**src/rtl/uart_mimic_pkg.sv**
```systemverilog
package uart_mimic_pkg;

    typedef enum logic [2:0] {
        SRC_NONE,
        SRC_LINE,
        SRC_RXDATA,
        SRC_TIMEOUT,
        SRC_THRE,
        SRC_MODEM
    } irq_src_e;

    localparam logic [2:0] OFS_DATA  = 3'd0;
    localparam logic [2:0] OFS_IDENT = 3'd2;
    localparam logic [2:0] OFS_LSTAT = 3'd5;
    localparam logic [2:0] OFS_MSTAT = 3'd6;

endpackage

```
**src/rtl/rx_fifo.sv**
```systemverilog
module rx_fifo #(
    parameter int DEPTH  = 16,
    parameter int DATA_W = 8
) (
    input  logic                      clk,
    input  logic                      rst_n,
    input  logic                      push,
    input  logic                      pop,
    input  logic                      overwrite_en,
    input  logic [DATA_W-1:0]         wdata,
    output logic [DATA_W-1:0]         head,
    output logic [$clog2(DEPTH):0]    count,
    output logic                      overrun_evt
);
    localparam int AW = $clog2(DEPTH);
    localparam int CW = AW + 1;

    logic [DATA_W-1:0] mem [DEPTH];
    logic [AW-1:0]     wr_ptr, rd_ptr;
    logic              full, pop_ok, push_take, overwrite;

    assign full        = (count == CW'(DEPTH));
    assign pop_ok      = pop && (count != '0);
    assign push_take   = push && (!full || pop_ok);
    assign overwrite   = push && full && !pop_ok && overwrite_en;
    assign overrun_evt = push && full && !pop_ok;
    assign head        = mem[rd_ptr];

    always_ff @(posedge clk) begin
        if (push_take) begin
            mem[wr_ptr] <= wdata;
        end else if (overwrite) begin
            mem[wr_ptr - AW'(1)] <= wdata;
        end
    end

    always_ff @(posedge clk or negedge rst_n) begin
        if (!rst_n) begin
            wr_ptr <= '0;
            rd_ptr <= '0;
            count  <= '0;
        end else begin
            if (push_take) wr_ptr <= wr_ptr + AW'(1);
            if (pop_ok)    rd_ptr <= rd_ptr + AW'(1);
            unique case ({push_take, pop_ok})
                2'b10:   count <= count + CW'(1);
                2'b01:   count <= count - CW'(1);
                default: count <= count;
            endcase
        end
    end

    p_count_bound_r2: assert property (@(posedge clk) disable iff (!rst_n)
        count <= CW'(DEPTH));

    p_drop_keeps_state_r4: assert property (@(posedge clk) disable iff (!rst_n)
        (push && full && !pop && !overwrite_en) |=> ($stable(count) && $stable(wr_ptr)));

    p_overwrite_stays_full_r5: assert property (@(posedge clk) disable iff (!rst_n)
        (push && full && !pop && overwrite_en) |=> (count == CW'(DEPTH)));

    p_same_cycle_no_loss_r13: assert property (@(posedge clk) disable iff (!rst_n)
        (push && pop && full) |=> (count == CW'(DEPTH)));
endmodule

```
**src/rtl/rx_timeout.sv**
```systemverilog
module rx_timeout #(
    parameter int IDLE_LIMIT = 64
) (
    input  logic clk,
    input  logic rst_n,
    input  logic enable,
    input  logic has_data,
    input  logic push,
    input  logic pop,
    output logic to_flag
);
    localparam int CNTW = $clog2(IDLE_LIMIT + 1);

    logic [CNTW-1:0] idle_cnt;

    always_ff @(posedge clk or negedge rst_n) begin
        if (!rst_n) begin
            idle_cnt <= '0;
            to_flag  <= 1'b0;
        end else if (!enable || !has_data || pop) begin
            idle_cnt <= '0;
            to_flag  <= 1'b0;
        end else if (push) begin
            idle_cnt <= '0;
        end else if (!to_flag) begin
            if (idle_cnt == CNTW'(IDLE_LIMIT - 1)) begin
                to_flag <= 1'b1;
            end else begin
                idle_cnt <= idle_cnt + CNTW'(1);
            end
        end
    end

    p_to_needs_data_r9: assert property (@(posedge clk) disable iff (!rst_n)
        to_flag |-> has_data);

    p_pop_clears_to_r9: assert property (@(posedge clk) disable iff (!rst_n)
        pop |=> !to_flag);
endmodule

```
**src/rtl/iir_arbiter.sv**
```systemverilog
module iir_arbiter
    import uart_mimic_pkg::*;
(
    input  logic     clk,
    input  logic     rst_n,
    input  logic     fifo_on,
    input  logic     line_pend,
    input  logic     rxd_pend,
    input  logic     to_pend,
    input  logic     thre_pend,
    input  logic     msr_pend,
    output irq_src_e cur_src,
    output logic [7:0] ident
);
    irq_src_e   next_src;
    logic [2:0] id_code;

    always_comb begin
        if (line_pend)      next_src = SRC_LINE;
        else if (rxd_pend)  next_src = SRC_RXDATA;
        else if (to_pend)   next_src = SRC_TIMEOUT;
        else if (thre_pend) next_src = SRC_THRE;
        else if (msr_pend)  next_src = SRC_MODEM;
        else                next_src = SRC_NONE;
    end

    always_ff @(posedge clk or negedge rst_n) begin
        if (!rst_n) cur_src <= SRC_NONE;
        else        cur_src <= next_src;
    end

    always_comb begin
        unique case (cur_src)
            SRC_LINE:    id_code = 3'b011;
            SRC_RXDATA:  id_code = 3'b010;
            SRC_TIMEOUT: id_code = 3'b110;
            SRC_THRE:    id_code = 3'b001;
            SRC_MODEM:   id_code = 3'b000;
            default:     id_code = 3'b000;
        endcase
        ident = {fifo_on, fifo_on, 2'b00, id_code, cur_src == SRC_NONE};
    end

    p_line_wins_r7: assert property (@(posedge clk) disable iff (!rst_n)
        line_pend |=> (cur_src == SRC_LINE));

    p_modem_last_r12: assert property (@(posedge clk) disable iff (!rst_n)
        (msr_pend && !line_pend && !rxd_pend && !to_pend && !thre_pend)
            |=> (cur_src == SRC_MODEM));

    p_quiet_means_none_r6: assert property (@(posedge clk) disable iff (!rst_n)
        !(line_pend || rxd_pend || to_pend || thre_pend || msr_pend)
            |=> (cur_src == SRC_NONE));
endmodule

```
**src/rtl/uart_rx_mimic.sv**
```systemverilog
module uart_rx_mimic
    import uart_mimic_pkg::*;
#(
    parameter int DEPTH      = 16,
    parameter int IDLE_LIMIT = 64
) (
    input  logic       clk,
    input  logic       rst_n,
    input  logic       mpu_cfg_wr,
    input  logic [7:0] mpu_cfg_data,
    input  logic       mpu_push,
    input  logic [7:0] mpu_data,
    input  logic [2:0] mpu_err_set,
    input  logic       mpu_tx_done,
    input  logic       mpu_modem_wr,
    input  logic [3:0] mpu_modem_lines,
    input  logic       host_rd,
    input  logic       host_wr,
    input  logic [2:0] host_addr,
    input  logic [7:0] host_wdata,
    output logic [7:0] host_rdata,
    output logic       host_irq
);
    localparam int CW = $clog2(DEPTH) + 1;

    logic          ovw_en, fifo_on, thr_empty, thre_pend;
    logic [1:0]    trig_sel;
    logic [3:0]    err_bits;   // {break, framing, parity, overrun}
    logic [3:0]    lines, deltas;
    logic [CW-1:0] count, trig_level;
    logic [7:0]    head, ident, lstat, mstat;
    logic          pop, overrun_evt, to_flag;
    logic          rd_lstat, rd_mstat, rd_ident, wr_thr, wr_fcr;
    irq_src_e      cur_src;

    assign pop      = host_rd && (host_addr == OFS_DATA) && (count != '0);
    assign rd_lstat = host_rd && (host_addr == OFS_LSTAT);
    assign rd_mstat = host_rd && (host_addr == OFS_MSTAT);
    assign rd_ident = host_rd && (host_addr == OFS_IDENT);
    assign wr_thr   = host_wr && (host_addr == OFS_DATA);
    assign wr_fcr   = host_wr && (host_addr == OFS_IDENT);

    always_comb begin
        if (!fifo_on) trig_level = CW'(1);
        else begin
            unique case (trig_sel)
                2'd0: trig_level = CW'(1);
                2'd1: trig_level = CW'(DEPTH / 4);
                2'd2: trig_level = CW'(DEPTH / 2);
                2'd3: trig_level = CW'(DEPTH - 2);
                default: trig_level = CW'(1);
            endcase
        end
    end

    rx_fifo #(.DEPTH(DEPTH), .DATA_W(8)) i_fifo (
        .clk(clk), .rst_n(rst_n), .push(mpu_push), .pop(pop),
        .overwrite_en(ovw_en), .wdata(mpu_data), .head(head),
        .count(count), .overrun_evt(overrun_evt)
    );

    rx_timeout #(.IDLE_LIMIT(IDLE_LIMIT)) i_timeout (
        .clk(clk), .rst_n(rst_n), .enable(fifo_on), .has_data(count != '0),
        .push(mpu_push), .pop(pop), .to_flag(to_flag)
    );

    iir_arbiter i_arb (
        .clk(clk), .rst_n(rst_n), .fifo_on(fifo_on),
        .line_pend(|err_bits), .rxd_pend(count >= trig_level),
        .to_pend(to_flag), .thre_pend(thre_pend), .msr_pend(|deltas),
        .cur_src(cur_src), .ident(ident)
    );

    always_ff @(posedge clk or negedge rst_n) begin
        if (!rst_n) begin
            ovw_en    <= 1'b0;
            fifo_on   <= 1'b0;
            trig_sel  <= 2'd0;
            thr_empty <= 1'b1;
            thre_pend <= 1'b0;
            err_bits  <= '0;
            lines     <= '0;
            deltas    <= '0;
        end else begin
            if (mpu_cfg_wr) ovw_en <= mpu_cfg_data[1];
            if (wr_fcr) begin
                fifo_on  <= host_wdata[0];
                trig_sel <= host_wdata[7:6];
            end
            if (mpu_tx_done) begin
                thr_empty <= 1'b1;
                thre_pend <= 1'b1;
            end else if (wr_thr) begin
                thr_empty <= 1'b0;
                thre_pend <= 1'b0;
            end else if (rd_ident && cur_src == SRC_THRE) begin
                thre_pend <= 1'b0;
            end
            err_bits <= (rd_lstat ? 4'b0000 : err_bits) | {mpu_err_set, overrun_evt};
            if (mpu_modem_wr) lines <= mpu_modem_lines;
            deltas <= (rd_mstat ? 4'b0000 : deltas)
                    | (mpu_modem_wr ? (mpu_modem_lines ^ lines) : 4'b0000);
        end
    end

    assign lstat = {|err_bits, thr_empty, thr_empty, err_bits, count != '0};
    assign mstat = {lines, deltas};

    always_comb begin
        unique case (host_addr)
            OFS_DATA:  host_rdata = (count != '0) ? head : 8'h00;
            OFS_IDENT: host_rdata = ident;
            OFS_LSTAT: host_rdata = lstat;
            OFS_MSTAT: host_rdata = mstat;
            default:   host_rdata = 8'h00;
        endcase
    end

    assign host_irq = (cur_src != SRC_NONE);

    p_lsr_read_clears_r7: assert property (@(posedge clk) disable iff (!rst_n)
        (rd_lstat && mpu_err_set == 3'b000 && !overrun_evt) |=> (err_bits == 4'b0000));

    p_thr_write_clears_r10: assert property (@(posedge clk) disable iff (!rst_n)
        (wr_thr && !mpu_tx_done) |=> (!thre_pend && !thr_empty));

    p_msr_read_clears_r11: assert property (@(posedge clk) disable iff (!rst_n)
        (rd_mstat && !mpu_modem_wr) |=> (deltas == 4'b0000));

    p_overrun_flags_r4: assert property (@(posedge clk) disable iff (!rst_n)
        overrun_evt |=> err_bits[0]);
endmodule

```
**config.mk**
```make
export PLATFORM = sky130hd
export DESIGN_NAME = uart_rx_mimic
export DESIGN_NICKNAME = d
export VERILOG_FILES = /design/src/rtl/uart_mimic_pkg.sv /design/src/rtl/rx_fifo.sv /design/src/rtl/rx_timeout.sv /design/src/rtl/iir_arbiter.sv /design/src/rtl/uart_rx_mimic.sv
export SDC_FILE = /design/constraint.sdc
export NUM_CORES = 1
export LEC_CHECK = 0
export ABC_AREA = 1
export BUFFER_PORTS_ARGS = -buffer_cell sky130_fd_sc_hd__buf_2
export CAP_MARGIN = 40
export CORE_MARGIN = 2
export CORE_UTILIZATION = 50
export CTS_CLUSTER_SIZE = 20
export DETAILED_ROUTE_END_ITERATION = 12
export PLACE_DENSITY = 0.64
export SLEW_MARGIN = 0
export SYNTH_ARGS = -nofsm -noshare
export SYNTH_HDL_FRONTEND = slang
export SYNTH_SLANG_ARGS = --single-unit
```
**constraint.sdc**
```tcl
create_clock -name clk -period 4.3 [get_ports clk]
set_input_delay 0.215 -clock clk [delete_from_list [all_inputs] [get_ports clk]]
set_output_delay 0.215 -clock clk [all_outputs]
set_load 0.01 [all_outputs]
```
# == Word level (Yosys, flattened, before mapping) ==
# Memories as Yosys holds them, arrays and structs flattened.
# Index checks and enable logic that the tools add are counted.
# totals
memories,1
wordCells,109
input_bits,42
ram_bits,128
reg_bits,42
# mem_list
name,words,width,rd,rd_clocked_by_memory_dff,write_ports,line_no,source
i_fifo.mem,16,8,1,0,1,rx_fifo.sv:18,logic [DATA_W-1:0] mem [DEPTH];
# classes
n_reduce_logical,32
eq_ne,17
n_mux,35
n_lt_le_gt_ge,1
bitwise,3
add_sub_neg,6
# ops
op,count
case mux 8 bit (4 select lines),1
2-to-1 mux 7 bit,4
case mux 5 bit (4 select lines),1
2-to-1 mux 4 bit,4
2-to-1 mux 8 bit,2
2-to-1 mux 1 bit,15
2-to-1 mux 3 bit,5
logical AND 1 bit,13
case mux 3 bit (4 select lines),1
case mux 5 bit (2 select lines),1
"== test 3 x 2 -> 1 bit, second input constant",3
"== test 3 bit, second input constant",3
"adder 4 x 1 -> 4 bit, second input constant",2
OR 4 bit,2
OR reduction 4 bit,2
OR reduction 8 bit,1
"adder 7 x 1 -> 7 bit, second input constant",1
"== test 7 x 6 -> 1 bit, second input constant",1
"== test 2 bit, second input constant",3
logical NOT 3 bit,2
nonzero test 3 bit,2
"adder 5 x 1 -> 5 bit, second input constant",1
"== test 5 bit, second input constant",1
greater-or-equal comparator 5 bit,1
15 further kinds,22

# == Logic depth before layout (Yosys ltp) ==
# Gate-level depths: netlist (run 1).
# logic_depth
ltp_word,12
mapped_depth,15
ltp_nobuf,15

# == Modules after synthesis ==
# A second synthesis (run 1) with hierarchy kept.
# unflattened
cells_unflattened,718
hier_area_um2,7905.1
# modules_own_cells
module,cells_per_inst,instances,area_each_um2
rx_fifo,454,1,5931.9
uart_rx_mimic,185,1,1315.0
rx_timeout,52,1,466.7
iir_arbiter,27,1,191.4

# == Least setup slack after synthesis (run 1) ==
# OpenSTA, ideal clock, no wires.
# synth_path
kind,reg2reg
startpoint,register i_fifo.count[1]
endpoint,register i_fifo.count[4]
slack_ps,2101
arrival_time_ps,2072
path_stages_with_launch,14
t_required_ps,4174
path_buffers,0
path_cell_list,dfrtp_1 nor2_4 nand3_4 o21ai_4 ha_1 inv_1 fa_1 inv_1 nand2_1 nand2_1 a21oi_1 xor2_1 nand2_1 o21ai_0
# synth_via
elab_chain_cells,7
word_cells_on_any_way,13
# synth_rtl
item,line_no,source
"start, declared",rx_fifo.sv:12,"output logic [$clog2(DEPTH):0] count,"
"start signal, assigned",rx_fifo.sv:46,2'b10: count <= count + CW'(1);
"start signal, assigned",rx_fifo.sv:47,2'b01: count <= count - CW'(1);
"start signal, assigned",rx_fifo.sv:48,default: count <= count;
nonzero test 5 bit,"rx_fifo.sv:23, uart_rx_mimic.sv:36",
logical AND 1 bit,uart_rx_mimic.sv:36,assign pop = host_rd && (host_addr == OFS_DATA) && (count != '0);
logical AND 1 bit,rx_fifo.sv:23,assign pop_ok = pop && (count != '0);
logical OR 1 bit,rx_fifo.sv:24,assign push_take = push && (!full || pop_ok);
logical AND 1 bit,rx_fifo.sv:24,
== test 2 x 1 -> 1 bit or == test 2 bit (tied branches),rx_fifo.sv:45,"unique case ({push_take, pop_ok})"
case mux 5 bit (2 select lines) or nonzero test 2 bit (tied branches),n/a,
# Several ways; a longest one is shown, not always the timed one.
# A chain may end at the register's enable or synchronous reset.

# == Worst setup path in the final report (run 1) ==
# layout_path
startpoint,register i_fifo.rd_ptr[2]
endpoint,output port host_rdata[5]
# layout_via
elab_chain_cells,3
# layout_rtl
item,line_no,source
"start, declared",rx_fifo.sv:19,"logic [AW-1:0] wr_ptr, rd_ptr;"
"start signal, assigned",rx_fifo.sv:44,if (pop_ok) rd_ptr <= rd_ptr + AW'(1);
memory (16 x 8 bit),n/a,
2-to-1 mux 8 bit,uart_rx_mimic.sv:111,OFS_DATA: host_rdata = (count != '0) ? head : 8'h00;
case mux 8 bit (4 select lines),uart_rx_mimic.sv:110,unique case (host_addr)
"end, declared",uart_rx_mimic.sv:21,"output logic [7:0] host_rdata,"
# No other way between the ends.

==> results.env, run 1 <==
TIMING.CRITICAL_PATH.FANOUT_MAX=18
FP.DIEAREA_MM2=0.0165
MULTIINPUTGATEAREA_MM2=0.00249
MOST_FREQUENT_CELL_ON_THE_CRITICAL_PATH='nand2_1'
GRT_START_MAX_NET_PINS=72
TOTALWIRELENGTH_MM=17.3
DETAILEDROUTE.FIRSTPASSITERATIONCOUNT=5
PLACE.DETAILED.HPWL_MM=11.2
CTSHTREEMAXLEVEL=4
IO_BUFFER_COUNT=38
TIMING_WORST_SETUP_PATH_TYPE='reg2out'
TIMING.FINAL.MAX_SLEW_VIOLATIONS=0
MIN-DELAY-PATH-CLASS='in2reg'
WORSTSKEWPAIRLATENCY_NS=0.42
YS_ASYNC_SR_FRACTION_PCT=24.7
DRTANTENNAVIOLNETS=0
ROUTEDWLPERCELL_UM=17.5
REQUIRED_TIME_AT_THE_WORST_SLACK_ENDPOINT_NS=4.09
VDD_DROP_MAX_V=0.000374
CLOCK_TREE.BUFFER_DEPTH=2
NUMBER_OF_STANDARD_CELL_ROWS_IN_THE_FLOORPLAN=45
CTS_ROOT_BUF='clkbuf_16'
CHIPHEIGHT_UM=128
STARTPOINT_TYPE='flop'
GLOBAL_ROUTE.OVERFLOW_TOTAL=0
STATUS='completed'
TRITONCTS='built'
PLACE.GP.CONGESTION=0.825
ANTENNA_FOUND_INITIAL=0
DETAIL_ROUTE.VIAS_PER_CELL=5.54
CLK_PIN_SLEW_WORST_PATHS_NS=0.06
SYNTH-MAIN-FF-CELL='edfxtp_1'
MIN_PERIOD_OVER_PERIOD_PCT=63.8
DETAIL_ROUTE.ITER0.VIOLATIONS=443
REGISTER_AREA_MM2=0.00490
FINALNETCOUNT=839
SLEW_HEADROOM_PCT=38.3
NETLIST_TOP_CELLS_AREA='edfxtp_1 50%, dfrtp_1 13%, nor2_1 6.2%'
WORST-ENDPOINT-ARRIVAL_NS=2.53
DRC_ERRORS=0
POWER.LEAKAGE_nW=3.46
SYNTH.NET_COUNT=799
WORSTMARGINPINSLEW_NS=0.922
FIN_SETUP_TNS_NS=0
MAX_CAP_VIOL_COUNT=0
FINAL.MIN_CLOCK_PERIOD_NS=2.74
WORST_SETUP_SLACK_FINAL_NS=1.56
SYNTHDOMINANTAREACELLTYPE='edfxtp_1'
SYNTH_EDF_COUNT=128
NETLIST-CELL-TYPE-COUNT=39
INITIAL_CORE_UTILIZATION_PCT=51.1
NUM_ANTENNA_CELLS=0
YS_SEQ_AREA_SHARE_PCT=63.3
YOSYSMOSTFREQUENTCELL='edfxtp_1'
VIA_COUNT=5454
YS.WARNINGS.COUNT=0
SYNTH.AVG_CELL_AREA_UM2=10.4
DIE_WIDTH_UM=128
MAX_STAGE_DELAY_NS=0.58
CRITICAL_PATH.CELL_CHAIN='buf_4 > clkinv_1 > o211ai_1 > nand3_1 > nand2_1 > nand2_1 > nand2_1 > buf_2'
VIA_COUNT_OF_THE_FIRST_GLOBAL_ROUTING_PASS=5393
WORSTSETUPENDPOINTTYPE='primary output'
TRITONCTS.NUM_BUFFERS=17
YOSYS_REGISTER_BITS=170
HOLD-WORST-SLACK_NS=0.0298
POWER.DENSITY_CELL_AREA_mW_PER_MM2=611
FINAL_SETUP_VIOLS=0
SYNTH_CELLS=744
TIMING.CLOCK.SKEW_NS=0.00974
IO_PINS=51
POST_CTS_SETUP_REPAIR_BUFS=0
CRITICAL-PATH-SLOWEST-CELL='clkinv_1'
SYNTH.TOP_CELL.AREA_SHARE_PCT=49.7
CORE_REGION_AREA_MM2=0.0151
GLOBAL_ROUTE_WIRE_LENGTH_BEFORE_REPAIR_MM=27.3
NETLIST_AREA_MM2=0.00774
CLOCK-SINKS=170
AREA.GROWTH.SYNTH_TO_FINAL_PCT=12.9
GRTUSAGETOTAL_PCT=22.0
UNREPAIRED_SETUP_ENDPOINTS_AFTER_GLOBAL_ROUTING='no'
TIMING_HOLD_VIOLATIONS_FINAL=0
SYNTHTOPCELLSBYCOUNT='128 x edfxtp_1, 127 x nor2_1, 121 x nand2_1'
FILLER_INSTANCES=1273
POST_PLACEMENT_SETUP_SLACK_NS=1.78
POST_ROUTE_CELLS_DRIVE_ABOVE_1_SHARE_PCT=13.3
MAX_FREQ_GHz=0.364
state kept, by name (all words and copies together) (netlist names), 2 cells and up:
| register | count |
|---|---|
| i_timeout.idle_cnt | 7 |
| i_arb.cur_src | 3 |
| i_fifo.wr_ptr | 4 |
| lines | 4 |
| deltas | 4 |
| i_fifo.mem | 128 |
| err_bits | 4 |
| i_fifo.count | 5 |
| i_fifo.rd_ptr | 4 |
| trig_sel | 2 |
where the power goes:
part,switching [W],internal [W],leakage [nW],total (W)
sequential,0.000140,0.00199,1.65,0.00213
clock,0.000628,0.000858,0.277,0.00149
combinational,0.00119,0.000537,1.53,0.00172
total,0.00195,0.00339,3.46,0.00534
timing repair:
item,in CTS,in global routing
resized for setup,0,0
hold endpoints to repair,22,0
hold buffers,5,0
cell usage in the layout, fill, tap and decap left out, drive strengths merged:
master	netlist	final
o21bai	3	3
nor2	134	134
nand4	9	9
a21boi	1	1
clkinv	1	7
o22a	1	1
ha	12	12
buf	18	43
bufinv	0	2
mux2	6	6
o21ai	78	78
dlygate4sd3	0	5
dfrtp	41	41
xor2	7	7
nand2	130	130
nand3	64	64
o31ai	1	1
nor4	2	2
o211ai	10	10
nor3	4	4
dfstp	1	1
nand3b	1	1
clkbuf	9	18
clkinvlp	0	2
inv	58	62
xnor2	4	4
a221oi	5	5
edfxtp	128	128
fa	1	1
o22ai	2	2
a21oi	13	13
critical path: cells and delay by family (launching register included):
| family | cells | cell delay, ns |
|---|---|---|
| buffers and inverters | 3 | 0.95 |
| AND/OR/NAND/NOR | 4 | 0.46 |
| AO/OA/AOI/OAI | 1 | 0.37 |
| flip-flops | 1 | 0.32 |
layout make-up:
class                      instances  area share [%]
inverter                          59            2.54
tap                              188            2.69
clock buffer                      18            4.91
timing repair buffer              48            3.55
multi-input combinational        488            28.6
clock inverter                    14            1.66
sequential                       170            56.1
worst paths after layout:
kind / slack [ns] / to / cells after the start / startpoint
max: 1.56 / host_rdata[5] / 8 / i_fifo.rd_ptr[2]$_DFFE_PN0N_
min in group asynchronous: 0.29 / deltas[3]$_DFF_PN0_ / 2 / rst_n
max reg2reg: 1.75 / i_fifo.mem[10][6]$_DFFE_PP_ / 7 / i_fifo.wr_ptr[0]$_DFFE_PN0P_
min: 0.03 / ovw_en$_DFFE_PN0P_ / 2 / mpu_cfg_data[1]
max in group asynchronous: 3.47 / thr_empty$_DFFE_PN1P_ / 3 / rst_n
min reg2reg: 0.51 / i_timeout.idle_cnt[6]$_DFFE_PN0P_ / 2 / i_timeout.idle_cnt[6]$_DFFE_PN0P_
per-stage QoR:
step                power [W]  utilization (%)  area, µm²  cells
floorplan             0.00335                -       7740    744
global placement      0.00378             53.2       8060    946
detailed placement    0.00388             53.5       8110    948
CTS                   0.00536             57.7       8730    985
global route          0.00565             57.7       8730    985
finish                0.00534             57.7       8730    985
kinds of logic (layout without fill, tap and decap cells):
| family | count (synthesis) | in the layout | synth area share, % |
|---|---|---|---|
| and+or+nand+nor | 344 | 344 | 19.6 |
| AOI/OAI and AO/OA | 114 | 114 | 8.33 |
| buffers and inverters | 86 | 139 | 4.48 |
| DFF | 170 | 170 | 63.3 |
| xor gates and xnor gates | 11 | 11 | 1.25 |
| muxes | 6 | 6 | 0.873 |
| adders and majority gates | 13 | 13 | 2.20 |
layer usage:
metal / global-route usage (%) / up-vias / share of wire, % / routed length, µm
li1: - / 2634 / - / -
met1: 28.1 / 2657 / 43 / 7390
met2: 37.9 / 136 / 51 / 8790
met3: 3.53 / 27 / 4.1 / 714
met4: 9.05 / 0 / 2.1 / 363
met5: 0 / - / 0 / 0
Note: power is estimated with default switching activity, not from simulation.
==> run 2: changes to the inputs <==
--- a/config.mk
+++ b/config.mk
@@ -12,7 +12,7 @@
 export CORE_UTILIZATION = 50
 export CTS_CLUSTER_SIZE = 20
 export DETAILED_ROUTE_END_ITERATION = 12
-export PLACE_DENSITY = 0.64
+export PLACE_DENSITY = 0.66
 export SLEW_MARGIN = 0
 export SYNTH_ARGS = -nofsm -noshare
 export SYNTH_HDL_FRONTEND = slang
==> constraint.sdc (replaced) <==
create_clock -name clk -period 2.2 [get_ports clk]
set_input_delay 0.11 -clock clk [delete_from_list [all_inputs] [get_ports clk]]
set_output_delay 0.11 -clock clk [all_outputs]
set_load 0.01 [all_outputs]
==> results.env, run 2 (synthesis gave the netlist of run 1 again) <==
LAYOUT_COMMON_CELLS='128 x edfxtp_1, 112 x nor2_1, 105 x nand2_1'
REG2REG_SETUP_SLACK_NS=0.15
LARGEST_REGISTER='i_fifo.mem'
CTSHTREEMAXLEVEL=4
TIMING.CRITICAL_PATH.FANOUT_MAX=4
CLK_PIN_SLEW_WORST_PATHS_NS=0.06
AREA.GROWTH.SYNTH_TO_FINAL_PCT=26.9
STARTPOINT_TYPE='flop'
UNREPAIRED_SETUP_ENDPOINTS_AFTER_GLOBAL_ROUTING='yes'
IO_PINS=51
FAILED_CHECKS='negative setup slack'
CHIPHEIGHT_UM=128
TIMING.CLOCK.SKEW_NS=0.00910
MAX_FREQ_GHz=0.430
TIMING.FINAL.MAX_SLEW_VIOLATIONS=0
TIMING_HOLD_VIOLATIONS_FINAL=0
POST_ROUTE_CORE_UTILIZATION_PCT=64.8
CORE_REGION_AREA_MM2=0.0151
REG2REG_TO='i_fifo.count[4]$_DFFE_PN0P_'
FINAL_SETUP_VIOLS=3
SLEW_HEADROOM_PCT=55.7
GRTUSAGETOTAL_PCT=23.9
TRITONCTS.NUM_BUFFERS=17
INITIAL_CORE_UTILIZATION_PCT=51.1
FINALNETCOUNT=903
VIA_COUNT=5902
IO_BUFFER_COUNT=38
FINAL_AREA_MM2=0.00982
NUMBER_OF_STANDARD_CELL_ROWS_IN_THE_FLOORPLAN=45
WORSTSKEWPAIRLATENCY_NS=0.44
MIN_PERIOD_OVER_PERIOD_PCT=106
WORST-ENDPOINT-ARRIVAL_NS=2.22
STATUS='finished, violations left'
WORSTSETUPENDPOINTTYPE='primary output'
CLOCK_TREE.BUFFER_DEPTH=2
WORST_SETUP_PATH_ENDPOINT='host_rdata[5]'
WORST_SETUP_SLACK_FINAL_NS=-0.128
PLACE.DETAILED.HPWL_MM=11.7
WORSTSETUPSTARTPOINT='i_fifo.rd_ptr[0]$_DFFE_PN0N_'
FINAL.MIN_CLOCK_PERIOD_NS=2.33
MULTIINPUTGATEAREA_MM2=0.00273
REGISTER_AREA_MM2=0.00490
TOTALWIRELENGTH_MM=19.6
LAYOUT.CELLS.MOST_COMMON='edfxtp_1'
DETAIL_ROUTE.VIAS_PER_CELL=5.63
POWER.DENSITY_CELL_AREA_mW_PER_MM2=1270
FINAL_CELL_COUNT_NO_FILL=1049
WORST_R2R_PATH_DEPTH=13
POWER.LEAKAGE_nW=3.96
REQUIRED_TIME_AT_THE_WORST_SLACK_ENDPOINT_NS=2.09
FILLER_INSTANCES=1104
POST_DP_CELL_AREA_MM2=0.00835
DIE_WIDTH_UM=128
MAX_CAP_VIOL_COUNT=0
VIA_COUNT_OF_THE_FIRST_GLOBAL_ROUTING_PASS=5767
WORSTREG2REGSTART='i_fifo.count[2]$_DFFE_PN0P_'
GRT_START_MAX_NET_PINS=37
NUM_ANTENNA_CELLS=0
VDD_DROP_MAX_V=0.000745
ANTENNA_FOUND_INITIAL=0
GLOBAL_ROUTE.OVERFLOW_TOTAL=0
PLACE.GP.CONGESTION=0.843
GLOBAL_ROUTE_WIRE_LENGTH_BEFORE_REPAIR_MM=29.3
TRITONCTS='built'
MIN-DELAY-PATH-CLASS='in2reg'
DRC_ERRORS=0
FP.DIEAREA_MM2=0.0165
TIMING_WORST_SETUP_PATH_TYPE='reg2out'
DETAILEDROUTE.FIRSTPASSITERATIONCOUNT=5
ROUTEDWLPERCELL_UM=18.6
DPL.CELL_COUNT=980
CLOCK-SINKS=170
POST_ROUTE_CELLS_DRIVE_ABOVE_1_SHARE_PCT=25.6
LARGEST_REGISTER_FFS=128
DRTANTENNAVIOLNETS=0
DETAIL_ROUTE.ITER0.VIOLATIONS=430
CTS_ROOT_BUF='clkbuf_16'
LAYOUT_TOP_REGISTERS='i_fifo.mem (128), i_timeout.idle_cnt (7), i_fifo.count (5)'
WORSTMARGINPINSLEW_NS=0.664
[run 2: cell count changes in the layout (fill, tap and decap cells not counted), sizes merged]
cell         before  now
clkbuf           18   22
bufbuf            0    1
inv              62   58
clkinv            7    8
dlygate4sd3       5   18
bufinv            2    6
buf              43   88
[run 2: worst min-delay path by stage]
stage	from	endpoint	slack (ns)	depth (start not counted)
after detailed placement	rst_n	lines[2]$_DFFE_PN0P_	0.19	1
after floorplan	rst_n	deltas[0]$_DFF_PN0_	-0.19	0
after CTS	host_wr	fifo_on$_DFFE_PN0P_	0.03	3
final	host_wr	fifo_on$_DFFE_PN0P_	0.04	3
after global routing	host_wr	fifo_on$_DFFE_PN0P_	0.06	3
after global placement	rst_n	lines[3]$_DFFE_PN0P_	0.17	1
[run 2: timing repair]
action,in CTS,in global routing
gates cloned,3,8
resized for setup,13,91
endpoints found under the hold margin,43,0
setup endpoints to repair,9,74
hold buffers,18,0
setup buffers,2,6
pin swaps,4,38
[run 2: final cells by class]
cell class,instances,area share (%)
Tap cell,188,2.40
Clock buffer,17,4.33
Sequential cell,170,49.9
Inverter,59,2.37
Timing Repair Buffer,112,10.9
Multi-Input combinational cell,488,27.8
Clock inverter,15,2.33
[run 2: power by group]
part | internal (W) | leakage, nW | switching [W]
clock | 0.00211 | 0.317 | 0.00121
combinational | 0.00203 | 1.99 | 0.00295
sequential | 0.00389 | 1.65 | 0.000261
[run 2: through the flow]
stage	setup TNS (ns)	worst slack, ns	hold slack [ns]	power [W]
2_1_floorplan	0	0.00113	-0.186	0.00655
3_3_place_gp	0	0.0506	0.172	0.00767
3_5_place_dp	-0.0337	-0.0337	0.185	0.00779
4_1_cts	-0.00183	-0.00183	0.0271	0.0115
5_1_grt	-0.829	-0.181	0.0628	0.0131
6_report	-0.156	-0.128	0.0438	0.0124
[run 2: per-layer routing]
metal	wire, µm	GRT usage, %	vias up
met5	0	0	-
met4	458	9.57	0
met3	1140	5.65	40
met2	10200	43.2	197
met1	7790	27.4	2901
li1	-	-	2764
[run 2: worst max-delay path, cell delays in order (launching register included)]
cell,delay (ns)
dfrtp_2,0.49
buf_6,0.17
clkbuf_16,0.14
buf_6,0.09
nor2_2,0.03
o211ai_1,0.30
nand3_2,0.18
nand2_2,0.12
nand2_2,0.06
nand2_2,0.09
buf_6,0.10
